===== src/rtl/rhp_pkg.sv =====
package rhp_pkg;
  localparam int REG_W  = 16;
  localparam int B_CONN = 0;
  localparam int B_CSC  = 1;
  localparam int B_EN   = 2;
  localparam int B_PEC  = 3;
  localparam int B_RES  = 6;
  localparam int B_SUSP = 12;

  typedef struct packed {
    logic conn;
    logic csc;
    logic en;
    logic pec;
    logic res;
    logic susp;
  } pstate_t;

  // sticky flag: a hardware set wins over a write-one clear
  function automatic logic sticky_w1c(logic old, logic hw_set, logic wr, logic wbit);
    return hw_set | (old & ~(wr & wbit));
  endfunction

  function automatic logic resume_next(logic old, logic susp_old, logic k_hit,
                                       logic wr, logic wbit);
    logic kept;
    kept = wr ? (wbit & (susp_old | old)) : old;
    return k_hit | kept;
  endfunction

  // resume ended with correct ordering: suspend falls while resume is low
  function automatic logic end_ok(logic susp_old, logic susp_new, logic res_old,
                                  logic res_new, logic pend);
    return susp_old & ~susp_new & ~res_new & (res_old | pend);
  endfunction

  function automatic logic [REG_W-1:0] pack_word(pstate_t s);
    logic [REG_W-1:0] w;
    w         = '0;
    w[B_CONN] = s.conn;
    w[B_CSC]  = s.csc;
    w[B_EN]   = s.en;
    w[B_PEC]  = s.pec;
    w[B_RES]  = s.res;
    w[B_SUSP] = s.susp;
    return w;
  endfunction
endpackage


===== src/rtl/rhp_port.sv =====
module rhp_port
  import rhp_pkg::*;
(
  input  logic             clk,
  input  logic             rst_n,
  input  logic             line_i,
  input  logic             k_i,
  input  logic             wr_i,
  input  logic             w_csc,
  input  logic             w_en,
  input  logic             w_pec,
  input  logic             w_res,
  input  logic             w_susp,
  output logic [REG_W-1:0] word_o,
  output logic             drive_k_o,
  output logic             se0_o
);
  pstate_t st_q, st_n;
  logic    pend_q, pend_n;
  logic    se0_q;

  // named events, also used by the bound checker
  logic att_ev, det_ev, kres_ev, term_ev;

  assign att_ev  = ~st_q.conn & line_i;
  assign det_ev  = st_q.conn & ~line_i;
  assign kres_ev = k_i & st_q.en & st_q.susp;

  always_comb begin
    st_n      = st_q;
    st_n.conn = line_i;
    st_n.csc  = sticky_w1c(st_q.csc, att_ev | det_ev, wr_i, w_csc);
    st_n.pec  = sticky_w1c(st_q.pec, det_ev, wr_i, w_pec);
    if (det_ev)    st_n.en = 1'b0;
    else if (wr_i) st_n.en = w_en & st_q.conn;
    if (wr_i)      st_n.susp = w_susp & (st_q.en | st_q.susp);
    st_n.res  = resume_next(st_q.res, st_q.susp, kres_ev, wr_i, w_res);
  end

  assign term_ev = end_ok(st_q.susp, st_n.susp, st_q.res, st_n.res, pend_q);
  assign pend_n  = st_n.susp & ((st_q.res & ~st_n.res) | pend_q);

  always_ff @(posedge clk or negedge rst_n) begin
    if (!rst_n) begin
      st_q   <= '0;
      pend_q <= 1'b0;
      se0_q  <= 1'b0;
    end else begin
      st_q   <= st_n;
      pend_q <= pend_n;
      se0_q  <= term_ev;
    end
  end

  assign word_o    = pack_word(st_q);
  assign drive_k_o = st_q.res;
  assign se0_o     = se0_q;
endmodule


===== src/rtl/rhp_rdmux.sv =====
module rhp_rdmux
  import rhp_pkg::*;
#(
  parameter int N     = 2,
  parameter int SEL_W = (N > 1) ? $clog2(N) : 1
) (
  input  logic [N-1:0][REG_W-1:0] words_i,
  input  logic [SEL_W-1:0]        sel_i,
  output logic [REG_W-1:0]        rd_o
);
  always_comb begin
    rd_o = '0;
    for (int i = 0; i < N; i++)
      if (sel_i == SEL_W'(i)) rd_o = words_i[i];
  end
endmodule


===== src/rtl/rhp_top.sv =====
module rhp_top
  import rhp_pkg::*;
#(
  parameter int NPORT = 2,
  parameter int SEL_W = (NPORT > 1) ? $clog2(NPORT) : 1
) (
  input  logic             clk,
  input  logic             rst_n,
  input  logic [NPORT-1:0] line_conn_i,
  input  logic [NPORT-1:0] kstate_i,
  input  logic [SEL_W-1:0] sel_i,
  input  logic             wr_i,
  input  logic [15:0]      wdata_i,
  output logic [15:0]      rdata_o,
  output logic [NPORT-1:0] drive_k_o,
  output logic [NPORT-1:0] se0_o
);
  logic [NPORT-1:0][REG_W-1:0] words;
  logic unused_wbits;

  assign unused_wbits = ^{wdata_i[15:13], wdata_i[11:7], wdata_i[5:4], wdata_i[0]};

  for (genvar g = 0; g < NPORT; g++) begin : g_port
    logic wr_me;
    assign wr_me = wr_i && (sel_i == SEL_W'(g));
    rhp_port u_port (
      .clk      (clk),
      .rst_n    (rst_n),
      .line_i   (line_conn_i[g]),
      .k_i      (kstate_i[g]),
      .wr_i     (wr_me),
      .w_csc    (wdata_i[B_CSC]),
      .w_en     (wdata_i[B_EN]),
      .w_pec    (wdata_i[B_PEC]),
      .w_res    (wdata_i[B_RES]),
      .w_susp   (wdata_i[B_SUSP]),
      .word_o   (words[g]),
      .drive_k_o(drive_k_o[g]),
      .se0_o    (se0_o[g])
    );
  end

  rhp_rdmux #(.N(NPORT), .SEL_W(SEL_W)) u_mux (
    .words_i(words),
    .sel_i  (sel_i),
    .rd_o   (rdata_o)
  );
endmodule


===== config.mk =====
export PLATFORM = sky130hd
export DESIGN_NAME = rhp_top
export DESIGN_NICKNAME = d
export VERILOG_FILES = /design/src/rtl/rhp_pkg.sv /design/src/rtl/rhp_port.sv /design/src/rtl/rhp_rdmux.sv /design/src/rtl/rhp_top.sv
export SDC_FILE = /design/constraint.sdc
export NUM_CORES = 1
export LEC_CHECK = 0
export ABC_AREA = 1
export BUFFER_PORTS_ARGS = -buffer_cell sky130_fd_sc_hd__clkbuf_2
export CORE_UTILIZATION = 44
export DETAILED_ROUTE_END_ITERATION = 10
export PLACE_DENSITY_LB_ADDON = 0.3
export SETUP_SLACK_MARGIN = 0.2
export SLEW_MARGIN = 5
export SYNTH_ARGS = -nofsm -noshare
export SYNTH_HDL_FRONTEND = slang
export SYNTH_SLANG_ARGS = --single-unit
export TNS_END_PERCENT = 100

===== constraint.sdc =====
create_clock -name clk -period 1.22 [get_ports clk]
set_input_delay 0.122 -clock clk [delete_from_list [all_inputs] [get_ports clk]]
set_output_delay 0.122 -clock clk [all_outputs]
set_load 0.05 [all_outputs]

==> results of run 1 <==
[logic make-up after synthesis]
logic type      count (synthesis)  share of synthesized area, %
simple gates                   44                         21.20
buf+inv                        35                         20.92
compound gates                 16                         10.04
flops                          16                         44.63
fa+ha+maj                       2                         2.789
other cells                     1                        0.4180
[critical path, stage by stage, from the launching register on]
cell and delay (ns):
dfrtp_1 0.40, inv_2 0.06, o21ai_2 0.14, buf_8 0.16
[layout make-up]
type	count	share of cell area, %
clock buffer	3	1.873
sequential	16	33.30
multi-input combinational	72	30.91
timing repair buffer	35	25.08
inverter	20	6.244
tap	25	2.601
[metrics by stage]
step / TNS, ns / util (%)
2_1_floorplan: 0 / -
3_3_place_gp: 0 / 53.33
3_5_place_dp: 0 / 53.33
4_1_cts: 0 / 63.78
5_1_grt: -0.0004905 / 66.05
6_report: 0 / 66.05
[registers in the layout (all words and copies together) (netlist names)]
signal	flops
g_port.u_port.drive_k_o	2
g_port.u_port.pend_q	2
g_port.u_port.se0_o	2
g_port.u_port.word_o	10
[report_power, final]
part	switching, W	internal (W)	total, W
sequential	0.0000439	0.000593	0.000637
combinational	0.000459	0.000285	0.000744
clock	0.000148	0.000114	0.000262
total	0.000650	0.000992	0.00164
[layer usage]
| layer | track usage (%) | wire (um) | share of wire, % | up-vias |
|---|---|---|---|---|
| met5 | 0 | 0 | 0 | - |
| met4 | 13.71 | 42 | 2.3 | 0 |
| met3 | 2.308 | 82 | 4.5 | 6 |
| met2 | 30.28 | 943 | 52 | 28 |
| met1 | 21.74 | 746 | 41 | 373 |
| li1 | - | - | - | 394 |
[worst paths after layout]
path,end,from,cells past startpoint
hold reg to reg,g_port[0].u_port.word_o[3]$_DFF_PN0_,g_port[0].u_port.word_o[3]$_DFF_PN0_,2
hold / removal,g_port[1].u_port.drive_k_o$_DFF_PN0_,kstate_i[1],3
max in group asynchronous,g_port[0].u_port.drive_k_o$_DFF_PN0_,rst_n,2
setup / recovery,rdata_o[6],g_port[0].u_port.drive_k_o$_DFF_PN0_,3
setup reg to reg,g_port[0].u_port.se0_o$_DFF_PN0_,g_port[0].u_port.drive_k_o$_DFF_PN0_,5
min in group asynchronous,g_port[1].u_port.word_o[1]$_DFF_PN0_,rst_n,2
[timing repair]
action / 4_1_cts / 5_1_grt
endpoints found under the hold margin: 18 / 0
pin swaps: 4 / 7
endpoints found under the setup margin: 10 / 17
buffers inserted: 9 / 1
hold buffers: 3 / 0
gates resized for setup: 18 / 18
[Yosys cell counts]
library cell and instances:
nand2_1 25, buf_4 15, inv_1 17, o21ai_0 8
conb_1 1, nand4_1 1, a211oi_1 1, nand2_2 4
nand3_1 5, dfrtp_1 16, inv_2 3, a21oi_1 4
ha_1 2, nor3_1 1, o21ai_1 1, nor2_1 6
nor2_2 2, a21oi_2 2
==> flow_summary.rst, run 1 <==
.. list-table::
   :header-rows: 1

   * - Metric
     - Value
   * - Max Transition Viols Final
     - 0
   * - Area of the core region
     - 1821 um2
   * - Total area of sequential cells
     - 400.4 um2
   * - Die W
     - 47.16 um
   * - Final clock skew
     - 0.0002684 ns
   * - Power density cells
     - 1366 nW/um2
   * - Data required time at the worst endpoint
     - 1.10 ns
   * - Total number of placement rows
     - 15
   * - Synth Register Bits
     - 16
   * - Finished Cell Area
     - 1202 um2
   * - CTS Root Cell
     - clkbuf_4
   * - Pre-antenna DRT Iters
     - 4
   * - Die ar.
     - 2224 um2
   * - Antenna diodes
     - 0
   * - Fin crit period
     - 1.158 ns
   * - Share of the synthesized area in the top cell type
     - 44.63%
   * - Cell type with the largest total area after synthesis
     - dfrtp_1
   * - Routed Wire Length
     - 1.814 mm
   * - DP Wirelength
     - 1.253 mm
   * - Startpoint types
     - flop
   * - Synth warn
     - 0
   * - FF-to-FF setup slack
     - 0.08 ns
   * - Maximum clock rate
     - 863.3 MHz
   * - Worst setup slack before clock tree synthesis
     - 0.1206 ns
   * - Number of CTS-inserted buffers
     - 3
   * - Number of standard cells in the layout, taps in and fillers out
     - 171
   * - Clock net sink count
     - 16
   * - Leak pwr
     - 0.6432 nW
   * - Nets@finish
     - 174
   * - Endpoint class of the critical path
     - primary output
   * - Syn Std Cell Area
     - 897.1 um2
   * - Crit-path max FO
     - 4
   * - Placed insts
     - 155
   * - Wire length of the first global-routing pass
     - 2.780 mm
   * - Leading cell types by total area after synthesis
     - dfrtp_1, buf_4, nand2_1, inv_1, o21ai_0
   * - Placed Instance Area
     - 970.9 um2
   * - Sequential cell area fraction in the yosys report
     - 44.63%
   * - Iteration-0 DRC count of the detailed router
     - 12
   * - Most frequent standard cell in the layout excluding fill and tap cells
     - nand2_1
   * - Synth-to-layout area growth
     - 34.03%
   * - Final Worst Setup Slack
     - 0.06163 ns
   * - Placer's final routability congestion estimate
     - 0.8965
   * - Max-cap violations
     - 0
   * - Synth Area per Inst
     - 7.869 um2
   * - Wire length per cell
     - 10.61 um
   * - Path class of the lowest-slack min-delay path
     - input pin to flop
   * - Number of library cell types mapped by synthesis
     - 18
   * - Area taken by multi-input logic gates
     - 371.6 um2
   * - Commonest non-fill, non-tap cells in the layout
     - nand2_1, dfrtp_1, inv_1, clkbuf_2, conb_1
   * - Residual overflow from global routing
     - 0
   * - Clock transition at the registers of the reported paths
     - 0.08 ns
   * - Largest net degree at the start of global routing
     - 17
   * - Worst-skew pair later-pin latency
     - 0.27 ns
   * - DRT antenna net count
     - 0
   * - Final worst path period share
     - 94.95%
   * - Ratio of cells with drive above 1 in the final layout
     - 39.04%
   * - I/O pin cnt
     - 44
   * - Post-layout power
     - 0.001642 W
   * - Setup-failing EPs final
     - 0
   * - Run status
     - finished, final reports clean
   * - Overall fraction of global-route tracks in use
     - 18.33%
   * - Height of the die
     - 47.16 um
   * - DRC violation count after routing
     - 0
   * - Maximum buffer depth of the clock tree
     - 2
   * - H-Tree Level Count
     - 1
   * - Vias in the first global route
     - 750
   * - Routed vias
     - 801
   * - Worst Hold Slack
     - 0.1196 ns
   * - Critical Setup Path Class
     - flop to primary output
   * - Maximum ir drop on the vdd rail
     - 748.6 uV
   * - Starting density of the core
     - 49.28%
   * - Port Buf Inserts
     - 22
   * - Clock tree from TritonCTS
     - yes
   * - Worst path arrival time
     - 1.04 ns
   * - Final hold violation count
     - 0
   * - Post-synthesis instance total
     - 114
   * - Unrepaired setup endpoints after global routing
     - yes
   * - Vias per cell
     - 4.684
   * - Number of antenna violations at the first check in global routing
     - 0
   * - Number of fillers in the final layout
     - 163
Power figures use the tool's default switching activity.
==> inputs of run 2 (changes only) <==
--- a/constraint.sdc
+++ b/constraint.sdc
@@ -3,2 +3,2 @@
 set_output_delay 0.122 -clock clk [all_outputs]
-set_load 0.05 [all_outputs]
+set_load 0.01 [all_outputs]
==> flow_summary.rst, run 2 (synthesized netlist as in run 1, its figures left out) <==
.. list-table::
   :header-rows: 1

   * - Metric
     - Value
   * - Nets@finish
     - 174 (unchanged)
   * - Ratio of cells with drive above 1 in the final layout
     - 36.99% (was 39.04%)
   * - Routed Wire Length
     - 1.661 mm (was 1.814 mm)
   * - DP Wirelength
     - 1.200 mm (was 1.253 mm)
   * - Data required time at the worst endpoint
     - 1.10 ns (about the same)
   * - Wire length per cell
     - 9.713 um (was 10.61 um)
   * - Setup-failing EPs final
     - 0 (unchanged)
   * - Critical Path Slowest Stage Cell
     - dfrtp_1 (unchanged)
   * - Largest net degree at the start of global routing
     - 17 (unchanged)
   * - Vias per cell
     - 4.538 (was 4.684)
   * - CTS Root Cell
     - clkbuf_4 (unchanged)
   * - Placer's final routability congestion estimate
     - 0.8896 (was 0.8965)
   * - Crit-path max FO
     - 3 (was 4)
   * - Overall fraction of global-route tracks in use
     - 15.80% (was 18.33%)
   * - Number of CTS-inserted buffers
     - 3 (unchanged)
   * - Fin crit period
     - 1.097 ns (was 1.158 ns)
   * - Synth-to-layout area growth
     - 25.80% (was 34.03%)
   * - Port Buf Inserts
     - 22 (unchanged)
   * - Cell count of the worst hold path
     - 3 (unchanged)
   * - Number of fillers in the final layout
     - 179 (was 163)
   * - Max Transition Viols Final
     - 0 (unchanged)
   * - Maximum ir drop on the vdd rail
     - 655.4 uV (was 748.6 uV)
   * - Commonest non-fill, non-tap cells in the layout
     - nand2_1, clkbuf_2, dfrtp_1, inv_1, conb_1 (was nand2_1, dfrtp_1, inv_1, clkbuf_2, conb_1)
   * - Most Used Layer, Global Route
     - met2 (unchanged)
   * - Max-cap violations
     - 0 (unchanged)
   * - Cells along the critical path
     - inv_2, o21ai_1, buf_2 (was inv_2, o21ai_2, buf_8)
   * - Endpoint class of the critical path
     - primary output (unchanged)
   * - Origin of the critical flop-to-flop path
     - g_port[0].u_port.word_o[12]$_DFF_PN0_ (was g_port[0].u_port.drive_k_o$_DFF_PN0_)
   * - RR Endpoint
     - g_port[0].u_port.se0_o$_DFF_PN0_ (unchanged)
   * - Met2 track demand over resource
     - 26.39% (was 30.28%)
   * - Starting density of the core
     - 49.28% (unchanged)
   * - Vias in the first global route
     - 645 (was 750)
   * - Power density cells
     - 1204 nW/um2 (was 1366 nW/um2)
   * - Maximum buffer depth of the clock tree
     - 2 (unchanged)
   * - Number of antenna violations at the first check in global routing
     - 0 (unchanged)
   * - End point of the worst hold path
     - g_port[1].u_port.drive_k_o$_DFF_PN0_ (unchanged)
   * - Largest delay share family, worst path
     - flip-flops (unchanged)
   * - Run status
     - finished, final reports clean (unchanged)
   * - Area of the core region
     - 1821 um2 (unchanged)
   * - Maximum clock rate
     - 911.4 MHz (was 863.3 MHz)
   * - Residual overflow from global routing
     - 0 (unchanged)
   * - Critical Setup Path Class
     - flop to primary output (unchanged)
   * - Depth of the worst register-to-register path
     - 6 (was 5)
   * - Final clock skew
     - 0.0002338 ns (was 0.0002684 ns)
   * - Clock transition at the registers of the reported paths
     - 0.09 ns (was 0.08 ns)
   * - Total number of placement rows
     - 15 (unchanged)
   * - Critical path depth
     - 3 (unchanged)
   * - Iteration-0 DRC count of the detailed router
     - 7 (was 12)
   * - Worst-skew pair later-pin latency
     - 0.27 ns (about the same)
   * - I/O pin cnt
     - 44 (unchanged)
   * - Post-layout power
     - 0.001358 W (was 0.001642 W)
   * - Pre-antenna DRT Iters
     - 4 (unchanged)
   * - Number of flip-flops in the largest register
     - 10 (unchanged)
   * - Placed insts
     - 155 (unchanged)
   * - Worst path arrival time
     - 0.98 ns (was 1.04 ns)
   * - Height of the die
     - 47.16 um (unchanged)
   * - Routed vias
     - 776 (was 801)
   * - Die W
     - 47.16 um (unchanged)
   * - Die ar.
     - 2224 um2 (unchanged)
   * - H-Tree Level Count
     - 1 (unchanged)
   * - Worst path buffer plus inverter count
     - 2 (unchanged)
   * - Final hold violation count
     - 0 (unchanged)
   * - Unrepaired setup endpoints after global routing
     - yes (unchanged)
   * - Path class of the lowest-slack min-delay path
     - input pin to flop (unchanged)
   * - Startpoint types
     - flop (unchanged)
   * - Min-Delay Startpoint
     - kstate_i[1] (unchanged)
   * - FF-to-FF setup slack
     - 0.16 ns (was 0.08 ns)
   * - Number of standard cells in the layout, taps in and fillers out
     - 171 (unchanged)
   * - Clock net sink count
     - 16 (unchanged)
   * - Global routing usage on met3
     - 2.308% (unchanged)
   * - Clock tree from TritonCTS
     - yes (unchanged)
   * - DRT antenna net count
     - 0 (unchanged)
   * - Final worst path period share
     - 89.93% (was 94.95%)
   * - Antenna diodes
     - 0 (unchanged)
   * - Leak pwr
     - 0.6178 nW (was 0.6432 nW)
   * - Most frequent standard cell in the layout excluding fill and tap cells
     - nand2_1 (unchanged)
   * - Global routing usage on met1
     - 20.10% (was 21.74%)
   * - Final setup TNS
     - 0 ns (unchanged)
   * - DRC violation count after routing
     - 0 (unchanged)
   * - Wire length of the first global-routing pass
     - 2.456 mm (was 2.780 mm)
   * - Slowest stage delay, CP
     - 0.39 ns (was 0.40 ns)
run 2: changes by cell type in the layout (fill, tap and decap cells not counted), sizes merged:
cell    before  now
clkbuf      16   20
buf         19   15
run 2: worst max path at each step:
stage | startpoint | end | slack [ns]
2_1_floorplan | g_port[0].u_port.word_o[12]$_DFF_PN0_ | g_port[0].u_port.se0_o$_DFF_PN0_ | 0.31
3_3_place_gp | sel_i | g_port[1].u_port.pend_q$_DFF_PN0_ | 0.25
3_5_place_dp | sel_i | g_port[1].u_port.pend_q$_DFF_PN0_ | 0.22
4_1_cts | g_port[0].u_port.word_o[2]$_DFFE_PN0P_ | rdata_o[2] | 0.11
5_1_grt | g_port[0].u_port.drive_k_o$_DFF_PN0_ | rdata_o[6] | 0.06
6_report | g_port[0].u_port.drive_k_o$_DFF_PN0_ | rdata_o[6] | 0.12
run 2: stage by stage:
| step | setup WS, ns | hold WS (ns) | cell area [um2] | utilization, % |
|---|---|---|---|---|
| after floorplan | 0.3113 | -0.1736 | 930.9 | - |
| final | 0.1228 | 0.1254 | 1129 | 61.99 |
| after detailed placement | 0.2192 | 0.06357 | 959.7 | 52.71 |
| after global placement | 0.2495 | 0.06233 | 959.7 | 52.71 |
| after CTS | 0.1150 | 0.1067 | 1065 | 58.49 |
| after global routing | 0.05987 | 0.1382 | 1129 | 61.99 |
run 2: what timing repair did:
action                     CTS  global route
pin swaps                    6             7
hold endpoints to repair    18             0
setup endpoints to repair    6            13
resized for setup            4            18
buffers inserted             7             3
hold buffers                 3             0
run 2: area by class of cell:
| cell class | count | area (um2) | share of cell area, % |
|---|---|---|---|
| repair buffers | 35 | 236.5 | 20.95 |
| inverters | 20 | 75.07 | 6.652 |
| clock buffers | 3 | 22.52 | 1.996 |
| well taps | 25 | 31.28 | 2.772 |
| multi-input cells | 72 | 362.8 | 32.15 |
| flip-flops and latches | 16 | 400.4 | 35.48 |
run 2: worst min-delay path, stage by stage:
cell and delay [ns]:
clkbuf_2 0.08, nand3_1 0.08, nand2_2 0.08
run 2: layer usage:
metal  routed length, um  part of all wire, %
met1                 770                   46
met2                 813                   49
met3                  67                  4.0
met4                   9                 0.54
met5                   0                    0
run 2: power by group:
part | leakage [nW] | internal, W | switching [W]
combinational | 0.412 | 0.000219 | 0.000248
clock | 0.0138 | 0.000114 | 0.000142
sequential | 0.192 | 0.000593 | 0.0000414
total | 0.618 | 0.000926 | 0.000432
==> inputs of run 3 (changes only) <==
BUFFER_PORTS_ARGS = unset   (was -buffer_cell sky130_fd_sc_hd__clkbuf_2)
CORE_UTILIZATION = 55   (was 44)
DONT_BUFFER_PORTS = 1   (was unset)
==> flow_summary.rst, run 3 (synthesized netlist as in run 1, its figures left out) <==
.. list-table::
   :header-rows: 1

   * - Metric
     - Value
   * - Run status
     - finished, final reports clean (unchanged)
   * - Ratio of cells with drive above 1 in the final layout
     - 20.51% (was 36.99%)
   * - DRT antenna net count
     - 0 (unchanged)
   * - Nets@finish
     - 145 (was 174)
   * - CTS Root Cell
     - clkbuf_4 (unchanged)
   * - Cell count of the worst hold path
     - 3 (unchanged)
   * - Number of CTS-inserted buffers
     - 3 (unchanged)
   * - Cells along the critical path
     - inv_2, o21ai_4 (was inv_2, o21ai_1, buf_2)
   * - Number of antenna violations at the first check in global routing
     - 0 (unchanged)
   * - Placer's final routability congestion estimate
     - 0.8210 (was 0.8896)
   * - Path class of the lowest-slack min-delay path
     - input pin to flop (unchanged)
   * - Antenna diodes
     - 0 (unchanged)
   * - Overall fraction of global-route tracks in use
     - 19.29% (was 15.80%)
   * - Unrepaired setup endpoints after global routing
     - yes (unchanged)
   * - Power density cells
     - 1293 nW/um2 (was 1204 nW/um2)
   * - Leak pwr
     - 0.4875 nW (was 0.6178 nW)
   * - Slowest stage delay, CP
     - 0.41 ns (was 0.39 ns)
   * - Rel. slew slack
     - 53.40%
   * - Iteration-0 DRC count of the detailed router
     - 6 (was 7)
   * - Routed vias
     - 666 (was 776)
   * - Worst Hold Slack
     - 0.02246 ns (was 0.1254 ns)
   * - Starting density of the core
     - 59.55% (was 49.28%)
   * - Height of the die
     - 42.39 um (was 47.16 um)
   * - Maximum buffer depth of the clock tree
     - 2 (unchanged)
   * - Number of flip-flops in the largest register
     - 10 (unchanged)
   * - Die ar.
     - 1796 um2 (was 2224 um2)
   * - Depth of the worst register-to-register path
     - 6 (unchanged)
   * - Final worst path period share
     - 86.24% (was 89.93%)
   * - Final setup TNS
     - 0 ns (unchanged)
   * - Setup-failing EPs final
     - 0 (unchanged)
   * - Final hold violation count
     - 0 (unchanged)
   * - Wire length of the first global-routing pass
     - 2.546 mm (was 2.456 mm)
   * - Final clock skew
     - 0.0003532 ns (was 0.0002338 ns)
   * - Maximum clock rate
     - 950.5 MHz (was 911.4 MHz)
   * - Routed wire length on met2
     - 686 um (was 813 um)
   * - Commonest non-fill, non-tap cells in the layout
     - nand2_1, dfrtp_1, inv_1, conb_1 (was nand2_1, clkbuf_2, dfrtp_1, inv_1, conb_1)
   * - I/O pin cnt
     - 44 (unchanged)
   * - Worst-skew pair later-pin latency
     - 0.28 ns (was 0.27 ns)
   * - Finished Cell Area
     - 948.4 um2 (was 1129 um2)
   * - DP Wirelength
     - 1.091 mm (was 1.200 mm)
   * - FF-to-FF setup slack
     - 0.21 ns (was 0.16 ns)
   * - End point of the worst hold path
     - g_port[1].u_port.se0_o$_DFF_PN0_ (was g_port[1].u_port.drive_k_o$_DFF_PN0_)
   * - Largest net degree at the start of global routing
     - 17 (unchanged)
   * - Startpoint types
     - flop (unchanged)
   * - DRC violation count after routing
     - 0 (unchanged)
   * - Wire length per cell
     - 10.99 um (was 9.713 um)
   * - Vias in the first global route
     - 634 (was 645)
   * - Origin of the critical flop-to-flop path
     - g_port[0].u_port.drive_k_o$_DFF_PN0_ (was g_port[0].u_port.word_o[12]$_DFF_PN0_)
   * - Detailed route wirelength on metal3
     - 153 um (was 67 um)
   * - Routed Wire Length
     - 1.462 mm (was 1.661 mm)
   * - H-Tree Level Count
     - 1 (unchanged)
   * - Max Transition Viols Final
     - 0 (unchanged)
   * - Post-layout power
     - 0.001227 W (was 0.001358 W)
   * - Min-Delay Startpoint
     - wdata_i[12] (was kstate_i[1])
   * - Vias per cell
     - 5.008 (was 4.538)
   * - Clock tree from TritonCTS
     - yes (unchanged)
   * - Critical Path Slowest Stage Cell
     - dfrtp_1 (unchanged)
   * - Worst Tran Pin Value
     - 0.6967 ns
   * - Maximum ir drop on the vdd rail
     - 882.8 uV (was 655.4 uV)
   * - Max-cap violations
     - 0 (unchanged)
   * - Synth-to-layout area growth
     - 5.718% (was 25.80%)
   * - Worst path arrival time
     - 0.93 ns (was 0.98 ns)
   * - Die W
     - 42.39 um (was 47.16 um)
   * - RR Endpoint
     - g_port[0].u_port.se0_o$_DFF_PN0_ (unchanged)
   * - Fin crit period
     - 1.052 ns (was 1.097 ns)
   * - Port Buf Inserts
     - 0 (was 22)
   * - Clock transition at the registers of the reported paths
     - 0.09 ns (about the same)
   * - Pre-antenna DRT Iters
     - 4 (unchanged)
   * - Placed Instance Area
     - 838.3 um2 (was 959.7 um2)
   * - Highest routed layer
     - met4 (unchanged)
   * - Crit-path max FO
     - 4 (was 3)
   * - Residual overflow from global routing
     - 0 (unchanged)
   * - Most frequent standard cell in the layout excluding fill and tap cells
     - nand2_1 (unchanged)
   * - Critical Setup Path Class
     - flop to primary output (unchanged)
   * - Area of the core region
     - 1506 um2 (was 1821 um2)
   * - Data required time at the worst endpoint
     - 1.10 ns (about the same)
   * - Endpoint class of the critical path
     - primary output (unchanged)
   * - Core utilization of the finished layout
     - 62.96% (was 61.99%)
   * - Met1 wire length
     - 607 um (was 770 um)
   * - Clock net sink count
     - 16 (unchanged)
   * - Total number of placement rows
     - 14 (was 15)
==> run 3: cell types whose count changed in the layout (fill, tap and decap cells not counted), moves of 2 or more <==
cell	delta
o21ai_4	+3
buf_6	-5
buf_4	-3
o21ai_2	-2
buf_2	-4
clkbuf_2	-17
==> run 3: worst max path at each step <==
| stage | start | to | slack [ns] | cells after the start |
|---|---|---|---|---|
| after floorplan | g_port[0].u_port.word_o[12]$_DFF_PN0_ | g_port[0].u_port.se0_o$_DFF_PN0_ | 0.31 | 5 |
| after global routing | g_port[0].u_port.word_o[12]$_DFF_PN0_ | rdata_o[12] | 0.12 | 2 |
| after detailed placement | g_port[0].u_port.drive_k_o$_DFF_PN0_ | g_port[0].u_port.se0_o$_DFF_PN0_ | 0.20 | 5 |
| after CTS | g_port[0].u_port.drive_k_o$_DFF_PN0_ | rdata_o[6] | 0.16 | 2 |
| final | g_port[0].u_port.word_o[12]$_DFF_PN0_ | rdata_o[12] | 0.17 | 2 |
| after global placement | g_port[0].u_port.drive_k_o$_DFF_PN0_ | g_port[0].u_port.se0_o$_DFF_PN0_ | 0.23 | 5 |
==> run 3: critical path: cells and delay by family, from the launching register on <==
family,cells,cell delay [ns]
AO/OA/AOI/OAI,1,0.17
flip-flops,1,0.41
buffers and inverters,1,0.07
==> run 3: what timing repair did <==
| action | CTS | global route |
|---|---|---|
| hold buffers | 3 | 0 |
| pin swaps | 1 | 3 |
| buffers inserted | 1 | 2 |
| hold endpoints to repair | 18 | 0 |
| endpoints found under the setup margin | 5 | 6 |
| gates cloned | 0 | 0 |
| resized for setup | 8 | 6 |
==> run 3: per-stage QoR <==
| step | setup slack (ns) | instances |
|---|---|---|
| floorplan | 0.3113 | 123 |
| global placement | 0.2320 | 124 |
| detailed placement | 0.2042 | 124 |
| CTS | 0.1614 | 131 |
| global route | 0.1161 | 133 |
| finish | 0.1679 | 133 |
==> run 3: layout make-up <==
class	instances	area, um2
fillers	143	558.0
well taps	16	20.02
inverters	20	75.07
multi-input cells	72	376.6
flip-flops and latches	16	401.6
repair buffers	6	52.55
clock buffers	3	22.52
==> run 3: report_power, final <==
part / leakage (nW) / total, W / internal [W] / switching (W)
logic: 0.283 / 0.000302 / 0.000116 / 0.000186
clock network: 0.0138 / 0.000270 / 0.000115 / 0.000155
registers: 0.191 / 0.000655 / 0.000594 / 0.0000606
total: 0.488 / 0.00123 / 0.000825 / 0.000402
==> run 3: layer usage <==
| metal | vias to the layer above | global-route usage [%] |
|---|---|---|
| met5 | - | 0 |
| met4 | 0 | 5.000 |
| met3 | 2 | 10.34 |
| met2 | 30 | 30.15 |
| met1 | 301 | 23.30 |
| li1 | 333 | - |
